### config.mk
export PLATFORM = sky130hd
export DESIGN_NAME = sbc_bypass_guard
export DESIGN_NICKNAME = d
export VERILOG_FILES = /design/src/rtl/sbc_pkg.sv /design/src/rtl/sbc_store_ring.sv /design/src/rtl/sbc_load_table.sv /design/src/rtl/sbc_oldest_pick.sv /design/src/rtl/sbc_bypass_guard.sv
export SDC_FILE = /design/constraint.sdc
export NUM_CORES = 1
export LEC_CHECK = 0
export ABC_AREA = 1
export ABC_CLOCK_PERIOD_IN_PS = 4200
export BUFFER_PORTS_ARGS = -buffer_cell sky130_fd_sc_hd__buf_2
export CAP_MARGIN = 20
export CORE_MARGIN = 3
export CORE_UTILIZATION = 55
export DETAILED_ROUTE_END_ITERATION = 8
export PLACE_DENSITY = 0.72
export SYNTH_ARGS = -nofsm -noshare
export SYNTH_HDL_FRONTEND = slang
export SYNTH_HIERARCHICAL = 1
export SYNTH_SLANG_ARGS = --single-unit
### constraint.sdc
create_clock -name clk -period 4.2 [get_ports clk]
set_input_delay 0.84 -clock clk [delete_from_list [all_inputs] [get_ports clk]]
set_output_delay 0.84 -clock clk [all_outputs]
set_load 0.02 [all_outputs]
### src/rtl/sbc_pkg.sv
package sbc_pkg;

   // Default geometry of the guarded queues
   localparam int unsigned SBC_SQ_DEPTH = 8;
   localparam int unsigned SBC_LQ_DEPTH = 8;
   localparam int unsigned SBC_ADDR_W   = 32;
   localparam int unsigned SBC_WORD_LSB = 3;

   // Why a load request was held back
   typedef enum logic [1:0] {
      HOLD_NONE    = 2'd0,
      HOLD_DISABLE = 2'd1,
      HOLD_BARRIER = 2'd2
   } sbc_hold_e;

endpackage

### src/rtl/sbc_store_ring.sv
module sbc_store_ring #(
   parameter int unsigned DEPTH = 8,
   localparam int unsigned IW   = $clog2(DEPTH)
) (
   input  logic             clk,
   input  logic             rst_n,
   input  logic             alloc,
   input  logic             resolve,
   input  logic [IW-1:0]    res_tag,
   input  logic             retire,
   input  logic             flush,
   input  logic [IW-1:0]    flush_tag,
   input  logic             barrier,
   output logic [IW:0]      head,
   output logic [IW:0]      tail,
   output logic [DEPTH-1:0] unres,
   output logic             fence_pend
);

   logic [IW:0]      head_q, tail_q;
   logic [DEPTH-1:0] vld_q, res_q, fence_q;
   logic [DEPTH-1:0] res_now;
   logic [IW:0]      count;
   logic             alloc_ok;
   logic             retire_ok;
   logic [IW-1:0]    flush_off;
   logic [IW:0]      keep_n;

   assign count     = tail_q - head_q;
   assign alloc_ok  = alloc & ~flush & (count < (IW+1)'(DEPTH));
   assign retire_ok = retire & vld_q[head_q[IW-1:0]];
   assign flush_off = flush_tag - head_q[IW-1:0];
   assign keep_n    = {1'b0, flush_off} + (IW+1)'(1);

   for (genvar i = 0; i < DEPTH; i++) begin : g_ent
      logic [IW-1:0] off;
      logic          kill, ret_i, alc_i;
      assign off        = IW'(i) - head_q[IW-1:0];
      assign kill       = flush & vld_q[i] & (off > flush_off);
      assign ret_i      = retire_ok & (head_q[IW-1:0] == IW'(i));
      assign alc_i      = alloc_ok & (tail_q[IW-1:0] == IW'(i));
      assign res_now[i] = resolve & (res_tag == IW'(i)) & vld_q[i];
      assign unres[i]   = vld_q[i] & ~res_q[i] & ~res_now[i];

      always_ff @(posedge clk) begin
         if (!rst_n) begin
            vld_q[i]   <= 1'b0;
            res_q[i]   <= 1'b0;
            fence_q[i] <= 1'b0;
         end else if (alc_i) begin
            vld_q[i]   <= 1'b1;
            res_q[i]   <= 1'b0;
            fence_q[i] <= 1'b0;
         end else begin
            if (ret_i | kill) vld_q[i] <= 1'b0;
            if (res_now[i])   res_q[i] <= 1'b1;
            fence_q[i] <= (fence_q[i] | (barrier & vld_q[i] & ~res_q[i]))
                          & ~(res_now[i] | ret_i | kill);
         end
      end
   end

   always_ff @(posedge clk) begin
      if (!rst_n) begin
         head_q <= '0;
         tail_q <= '0;
      end else begin
         if (retire_ok) head_q <= head_q + (IW+1)'(1);
         if (flush)         tail_q <= head_q + keep_n;
         else if (alloc_ok) tail_q <= tail_q + (IW+1)'(1);
      end
   end

   assign head       = head_q;
   assign tail       = tail_q;
   assign fence_pend = |(fence_q & ~res_now);

endmodule

### src/rtl/sbc_load_table.sv
module sbc_load_table #(
   parameter int unsigned DEPTH   = 8,
   parameter int unsigned SQ_DEPTH = 8,
   parameter int unsigned ADDR_W  = 32,
   parameter int unsigned LSB     = 3,
   localparam int unsigned LW     = $clog2(DEPTH),
   localparam int unsigned SW     = $clog2(SQ_DEPTH),
   localparam int unsigned KW     = ADDR_W - LSB
) (
   input  logic                clk,
   input  logic                rst_n,
   input  logic                issue,
   input  logic [LW-1:0]       slot,
   input  logic [ADDR_W-1:0]   addr,
   input  logic [SQ_DEPTH-1:0] mask,
   input  logic                resolve,
   input  logic [SW-1:0]       res_tag,
   input  logic [ADDR_W-1:0]   res_addr,
   input  logic [SQ_DEPTH-1:0] sq_unres,
   input  logic                clr,
   input  logic [LW-1:0]       clr_slot,
   output logic [DEPTH-1:0]    hit
);

   logic [DEPTH-1:0]    lv_q;
   logic [KW-1:0]       key_q  [DEPTH];
   logic [SQ_DEPTH-1:0] mask_q [DEPTH];

   for (genvar j = 0; j < DEPTH; j++) begin : g_ld
      assign hit[j] = lv_q[j] & resolve & mask_q[j][res_tag]
                      & (key_q[j] == res_addr[ADDR_W-1:LSB]);

      always_ff @(posedge clk) begin
         if (!rst_n) begin
            lv_q[j]   <= 1'b0;
            key_q[j]  <= '0;
            mask_q[j] <= '0;
         end else if (issue && slot == LW'(j)) begin
            lv_q[j]   <= 1'b1;
            key_q[j]  <= addr[ADDR_W-1:LSB];
            mask_q[j] <= mask;
         end else begin
            mask_q[j] <= mask_q[j] & sq_unres;
            if (clr && clr_slot == LW'(j)) lv_q[j] <= 1'b0;
         end
      end
   end

endmodule

### src/rtl/sbc_oldest_pick.sv
module sbc_oldest_pick #(
   parameter int unsigned N = 8,
   localparam int unsigned W = $clog2(N)
) (
   input  logic [N-1:0] req,
   input  logic [W-1:0] base,
   output logic         found,
   output logic [W-1:0] idx
);

   logic [W-1:0] cand;

   always_comb begin
      found = 1'b0;
      idx   = '0;
      cand  = '0;
      for (int k = 0; k < N; k++) begin
         cand = base + W'(k);
         if (!found && req[cand]) begin
            found = 1'b1;
            idx   = cand;
         end
      end
   end

endmodule

### src/rtl/sbc_bypass_guard.sv
module sbc_bypass_guard
   import sbc_pkg::*;
#(
   parameter int unsigned SQ_DEPTH = SBC_SQ_DEPTH,
   parameter int unsigned LQ_DEPTH = SBC_LQ_DEPTH,
   parameter int unsigned ADDR_W   = SBC_ADDR_W,
   parameter int unsigned WORD_LSB = SBC_WORD_LSB,
   localparam int unsigned SW      = $clog2(SQ_DEPTH),
   localparam int unsigned LW      = $clog2(LQ_DEPTH)
) (
   input  logic              clk,
   input  logic              rst_n,
   input  logic              bypass_off_i,
   input  logic              st_alloc_i,
   input  logic              st_resolve_i,
   input  logic [SW-1:0]     st_resolve_tag_i,
   input  logic [ADDR_W-1:0] st_resolve_addr_i,
   input  logic              st_retire_i,
   input  logic              flush_i,
   input  logic [SW-1:0]     flush_tag_i,
   input  logic              barrier_i,
   input  logic              ld_req_i,
   input  logic [LW-1:0]     ld_slot_i,
   input  logic [SW:0]       ld_sq_tail_i,
   input  logic [ADDR_W-1:0] ld_addr_i,
   input  logic [LW-1:0]     lq_head_i,
   output logic              ld_grant_o,
   output logic              ld_stall_o,
   output logic              replay_o,
   output logic [LW-1:0]     replay_slot_o,
   output logic [SW:0]       sq_tail_o
);

   if ((SQ_DEPTH < 2) || ((SQ_DEPTH & (SQ_DEPTH - 1)) != 0)) begin : g_bad_sq
      $error("SQ_DEPTH must be a power of two of at least 2");
   end
   if ((LQ_DEPTH < 2) || ((LQ_DEPTH & (LQ_DEPTH - 1)) != 0)) begin : g_bad_lq
      $error("LQ_DEPTH must be a power of two of at least 2");
   end
   if (WORD_LSB >= ADDR_W) begin : g_bad_lsb
      $error("WORD_LSB must lie below ADDR_W");
   end

   logic [SW:0]          sq_head;
   logic [SQ_DEPTH-1:0]  sq_unres;
   logic                 fence_pend;
   logic [SQ_DEPTH-1:0]  older_unres;
   logic [SW:0]          ld_span;
   logic                 span_ok;
   logic [LQ_DEPTH-1:0]  ld_hit;
   logic                 pick_found;
   logic [LW-1:0]        pick_idx;
   sbc_hold_e            hold;
   logic                 replay_q;
   logic [LW-1:0]        replay_slot_q;

   sbc_store_ring #(.DEPTH(SQ_DEPTH)) u_ring (
      .clk        (clk),
      .rst_n      (rst_n),
      .alloc      (st_alloc_i),
      .resolve    (st_resolve_i),
      .res_tag    (st_resolve_tag_i),
      .retire     (st_retire_i),
      .flush      (flush_i),
      .flush_tag  (flush_tag_i),
      .barrier    (barrier_i),
      .head       (sq_head),
      .tail       (sq_tail_o),
      .unres      (sq_unres),
      .fence_pend (fence_pend)
   );

   // Stores older than the load lie between the head and its tail snapshot
   assign ld_span = ld_sq_tail_i - sq_head;
   assign span_ok = ld_span <= (SW+1)'(SQ_DEPTH);

   for (genvar i = 0; i < SQ_DEPTH; i++) begin : g_age
      logic [SW-1:0] off;
      assign off            = SW'(i) - sq_head[SW-1:0];
      assign older_unres[i] = sq_unres[i] & span_ok & ({1'b0, off} < ld_span);
   end

   always_comb begin
      hold = HOLD_NONE;
      if (|older_unres) begin
         if (bypass_off_i)    hold = HOLD_DISABLE;
         else if (fence_pend) hold = HOLD_BARRIER;
      end
   end

   assign ld_grant_o = ld_req_i & (hold == HOLD_NONE);
   assign ld_stall_o = ld_req_i & (hold != HOLD_NONE);

   sbc_load_table #(
      .DEPTH    (LQ_DEPTH),
      .SQ_DEPTH (SQ_DEPTH),
      .ADDR_W   (ADDR_W),
      .LSB      (WORD_LSB)
   ) u_ldtab (
      .clk      (clk),
      .rst_n    (rst_n),
      .issue    (ld_grant_o),
      .slot     (ld_slot_i),
      .addr     (ld_addr_i),
      .mask     (older_unres),
      .resolve  (st_resolve_i),
      .res_tag  (st_resolve_tag_i),
      .res_addr (st_resolve_addr_i),
      .sq_unres (sq_unres),
      .clr      (pick_found),
      .clr_slot (pick_idx),
      .hit      (ld_hit)
   );

   sbc_oldest_pick #(.N(LQ_DEPTH)) u_pick (
      .req   (ld_hit),
      .base  (lq_head_i),
      .found (pick_found),
      .idx   (pick_idx)
   );

   always_ff @(posedge clk) begin
      if (!rst_n) begin
         replay_q      <= 1'b0;
         replay_slot_q <= '0;
      end else begin
         replay_q      <= pick_found;
         replay_slot_q <= pick_found ? pick_idx : replay_slot_q;
      end
   end

   assign replay_o      = replay_q;
   assign replay_slot_o = replay_slot_q;

endmodule

==> results.sh <==
export IMPL_number_of_buffers_created_by_cts=39
export IMPL_fin_crit_ns=4.01
export IMPL_n_fill_cell=3109
export IMPL_grt_overflow_total=0
export IMPL_drcViolationCount=0
export IMPL_async_reset_ff_frac=0
export IMPL_worstReg2RegStart="u_ring/head[0]"
export IMPL_synthesized_area_sq_um=20200
export IMPL_cts_root_buf="sky130_fd_sc_hd__clkbuf_16"
export IMPL_internal_power_uw=6440
export IMPL_postSynthAreaPerCell_sq_um=7.71
export IMPL_floorplan_initialDensity=0.563
export IMPL_switching_share=0.267
export IMPL_boundaryPins=99
export IMPL_dpl_cell_area_sq_um=21700
export IMPL_worst_hold_slack_ns=0.457
export IMPL_grt_util_all_layers=0.340
export IMPL_arrival_ns=3.17
export IMPL_synth_ff_latch_count=340
export IMPL_critical_path_endpoint="ld_grant_o"
export IMPL_finalPower_uw=8780
export IMPL_worst_setup_path_startpoint="ld_sq_tail_i[0]"
export IMPL_outcome="finished, final reports clean"
export IMPL_detail_route_iter0_violations=2119
export IMPL_grt_setup_unrepaired="false"
export IMPL_maxClockFrequency_mhz=250
export IMPL_min_delay_startpoint="u_ring/res_q[0]"
export IMPL_fp_dieH_microns=198
export IMPL_detailroute_via_count=18506
export IMPL_post_drt_via_cell_ratio=5.64
export IMPL_yosys_area_top_type_share=0.441
export IMPL_grt_pass1_wl_microns=100000
export IMPL_grt_pass1_vias=17669
export IMPL_setup_ws_ns=0.194
export IMPL_synthDistinctLibCells=46
export IMPL_synth_edff_count=296
export IMPL_cp_data_required_time_ns=3.36
export IMPL_comb_power_share=0.141
export IMPL_path_class="input pin to output port"
export IMPL_synth_sequential_area_ratio=0.484
export IMPL_post_route_cell_area_sq_um=23000
export IMPL_h_tree_depth=2
export IMPL_clk_pin_slew_ns=0.05
export IMPL_synthesized_netlist_cell_count=2616
export IMPL_antenna_cells_inserted=0
export IMPL_tritoncts="done"
export IMPL_tightest_slew_ns=0.970
export IMPL_wire_per_inst_microns=20.4
export IMPL_vdd_ir_drop_worst_mv=0.276
export IMPL_worst_clock_skew_ns=0.0230
export IMPL_portbufs=92
export IMPL_clkPwrFrac=0.414
export IMPL_rows=69
export IMPL_fin_util=0.642
export IMPL_gpl_final_weighted_congestion=0.949
export IMPL_largest_net_degree_at_the_start_of_global_routing=39
export IMPL_die_width_microns=198
export IMPL_relSlewSlack=0.351
export IMPL_slew_viol_final=0
export IMPL_worst_hold_path_class="register to register"
export IMPL_later_pin_clock_latency_in_the_skew_report_ns=0.55
export IMPL_setup_reg_to_reg_worst_slack_ns=0.69
export IMPL_r2r_cells=18
export IMPL_final_antenna_net_count=0
export IMPL_max_cap_violations=0
export IMPL_core_area_sq_um=35800
export IMPL_synth_warning_count=6
export IMPL_setup_viol_count_final=0
export IMPL_power_per_cell_area_nw_per_um2=382
export IMPL_clock_tree_buffer_depth=3
export IMPL_synth_common_cells="sky130_fd_sc_hd__nand2_1 (887), sky130_fd_sc_hd__nor2_1 (416), sky130_fd_sc_hd__inv_1 (322)"
export IMPL_layout_drive_gt1_share=0.119
export IMPL_dp_hpwl_microns=47600
export IMPL_detailedPlace_worstSlack_ns=0.0607
export IMPL_worst_setup_path_end_kind="output port"
export IMPL_final_hold_viol_count=0
export IMPL_tritoncts_num_sinks=340
export IMPL_flow_area_growth_from_synthesis_pct=14.1
export IMPL_main_area_contributors_after_synthesis="sky130_fd_sc_hd__edfxtp_1 (44%), sky130_fd_sc_hd__nand2_1 (17%), sky130_fd_sc_hd__nor2_1 (7.7%)"
export IMPL_layout_worst_path_cycle_share=0.954
export IMPL_synthMostInstantiatedCell="sky130_fd_sc_hd__nand2_1"
export IMPL_drt_pass1_iter_count=6
export IMPL_cts_setup_buffers=0
export IMPL_yosys_most_used_dff="sky130_fd_sc_hd__edfxtp_1"
export IMPL_seq_power_share=0.445
export IMPL_die_area_sq_um=39000
export IMPL_critical_path_reg2reg_endpoint="u_ldtab/mask_q[1][19]"
export IMPL_antenna_found_initial=1
export IMPL_detail_route_wirelength_microns=67000
export IMPL_net_switching_power_uw=2350
export IMPL_timing_critical_path_from_type="input pin"
export IMPL_p_leak_uw=0.0107
export IMPL_num_nets_final=2920
export IMPL_worst_path_fanout_max=3
export IMPL_yosys_area_top_type="sky130_fd_sc_hd__edfxtp_1"
worst max-delay path, cell delays in order:
cell	delay, ns
sky130_fd_sc_hd__buf_2	0.09
sky130_fd_sc_hd__inv_1	0.04
sky130_fd_sc_hd__ha_1	0.21
sky130_fd_sc_hd__fa_1	0.50
sky130_fd_sc_hd__ha_1	0.33
sky130_fd_sc_hd__inv_1	0.04
sky130_fd_sc_hd__nor2_1	0.08
sky130_fd_sc_hd__o21ai_1	0.08
sky130_fd_sc_hd__nand2_1	0.08
sky130_fd_sc_hd__nand2_1	0.05
sky130_fd_sc_hd__nand3_1	0.08
sky130_fd_sc_hd__nand2_1	0.06
sky130_fd_sc_hd__nor2_1	0.09
sky130_fd_sc_hd__nand2_1	0.10
sky130_fd_sc_hd__a21oi_2	0.26
sky130_fd_sc_hd__buf_2	0.22
placed cells by master, fill, tap and decap left out, types with 7 or more instances in the layout:
master | Yosys | routed
sky130_fd_sc_hd__nand2_1 | 887 | 882
sky130_fd_sc_hd__nor2_1 | 416 | 416
sky130_fd_sc_hd__inv_1 | 322 | 322
sky130_fd_sc_hd__edfxtp_1 | 296 | 296
sky130_fd_sc_hd__nand3_1 | 144 | 141
sky130_fd_sc_hd__buf_2 | 56 | 92
sky130_fd_sc_hd__o21ai_0 | 83 | 82
sky130_fd_sc_hd__conb_1 | 1 | 64
sky130_fd_sc_hd__o22ai_1 | 58 | 58
sky130_fd_sc_hd__buf_4 | 5 | 52
sky130_fd_sc_hd__dfxtp_1 | 44 | 44
sky130_fd_sc_hd__clkbuf_16 | 0 | 41
sky130_fd_sc_hd__ha_1 | 37 | 37
sky130_fd_sc_hd__xor2_1 | 33 | 33
sky130_fd_sc_hd__a21oi_1 | 24 | 24
sky130_fd_sc_hd__inv_2 | 23 | 23
sky130_fd_sc_hd__nand3_2 | 19 | 22
sky130_fd_sc_hd__nor2_2 | 22 | 22
sky130_fd_sc_hd__nand4_1 | 19 | 19
sky130_fd_sc_hd__buf_12 | 0 | 17
sky130_fd_sc_hd__nand2_2 | 11 | 16
sky130_fd_sc_hd__o21ai_1 | 12 | 13
sky130_fd_sc_hd__nor2_4 | 13 | 13
sky130_fd_sc_hd__o211ai_1 | 11 | 11
sky130_fd_sc_hd__clkbuf_1 | 6 | 8
sky130_fd_sc_hd__clkinv_2 | 0 | 7
sky130_fd_sc_hd__bufinv_16 | 0 | 7
sky130_fd_sc_hd__clkinv_1 | 2 | 7
per-layer routing:
layer | track usage | part of all wire
met1 | 0.430 | 0.37
met2 | 0.573 | 0.47
met3 | 0.0496 | 0.10
met4 | 0.172 | 0.060
met5 | 0 | 0.00030
state kept, by name (all words and copies together) (netlist names):
signal	flops
u_ldtab/mask_q	64
u_ldtab/key_q	232
u_ring/head	4
u_ldtab/lv_q	8
u_ring/fence_q	8
u_ring/tail	4
u_ring/res_q	8
u_ring/vld_q	8
replay_slot_o	3
replay_o	1
power groups by stage:
stage | Sequential, uW | Clock [uW] | Combinational (uW)
after floorplan | 3970 | 0 | 743
after global placement | 3970 | 0 | 1170
after detailed placement | 3980 | 0 | 1200
after CTS | 3910 | 3660 | 1210
after global routing | 3930 | 3780 | 1340
final | 3910 | 3630 | 1240
per-stage QoR:
step | cells | TNS (ns)
global route | 3281 | 0
global placement | 3210 | 0
detailed placement | 3210 | 0
CTS | 3281 | 0
floorplan | 2679 | -7.63
finish | 3281 | 0
worst min-delay path by stage:
stage / end / cells past startpoint / slack, ns
finish: u_ring/res_q[0] / 2 / 0.46
floorplan: u_ring/res_q[7] / 2 / 0.43
global route: u_ring/res_q[4] / 2 / 0.47
global placement: u_ring/res_q[4] / 2 / 0.44
detailed placement: u_ring/res_q[4] / 2 / 0.45
CTS: u_ring/res_q[4] / 2 / 0.46
logic make-up (layout without fill, tap and decap cells):
logic type | Yosys count | in the layout | synth area share
flip-flops | 340 | 340 | 0.484
AO/OA/AOI/OAI | 200 | 200 | 0.0561
buffers and inverters | 439 | 580 | 0.0926
other | 1 | 64 | 0.000186
adder cells (fa/ha/maj) | 41 | 41 | 0.0269
AND/OR/NAND/NOR | 1556 | 1556 | 0.322
XOR/XNOR | 39 | 39 | 0.0179
repair_timing:
action,in CTS,in global routing
endpoints found under the setup margin,0,2
hold buffers,0,0
resized for setup,0,1
final cells by class:
class	count	area, sq um	area share
clock buffer	51	1080	0.0471
timing repair buffer	161	1190	0.0518
clock inverter	20	272	0.0118
sequential	340	9770	0.425
multi-input combinational	1900	8810	0.383
inverter	348	1310	0.0569
tap	461	577	0.0251
Power figures use the tool's default switching activity.
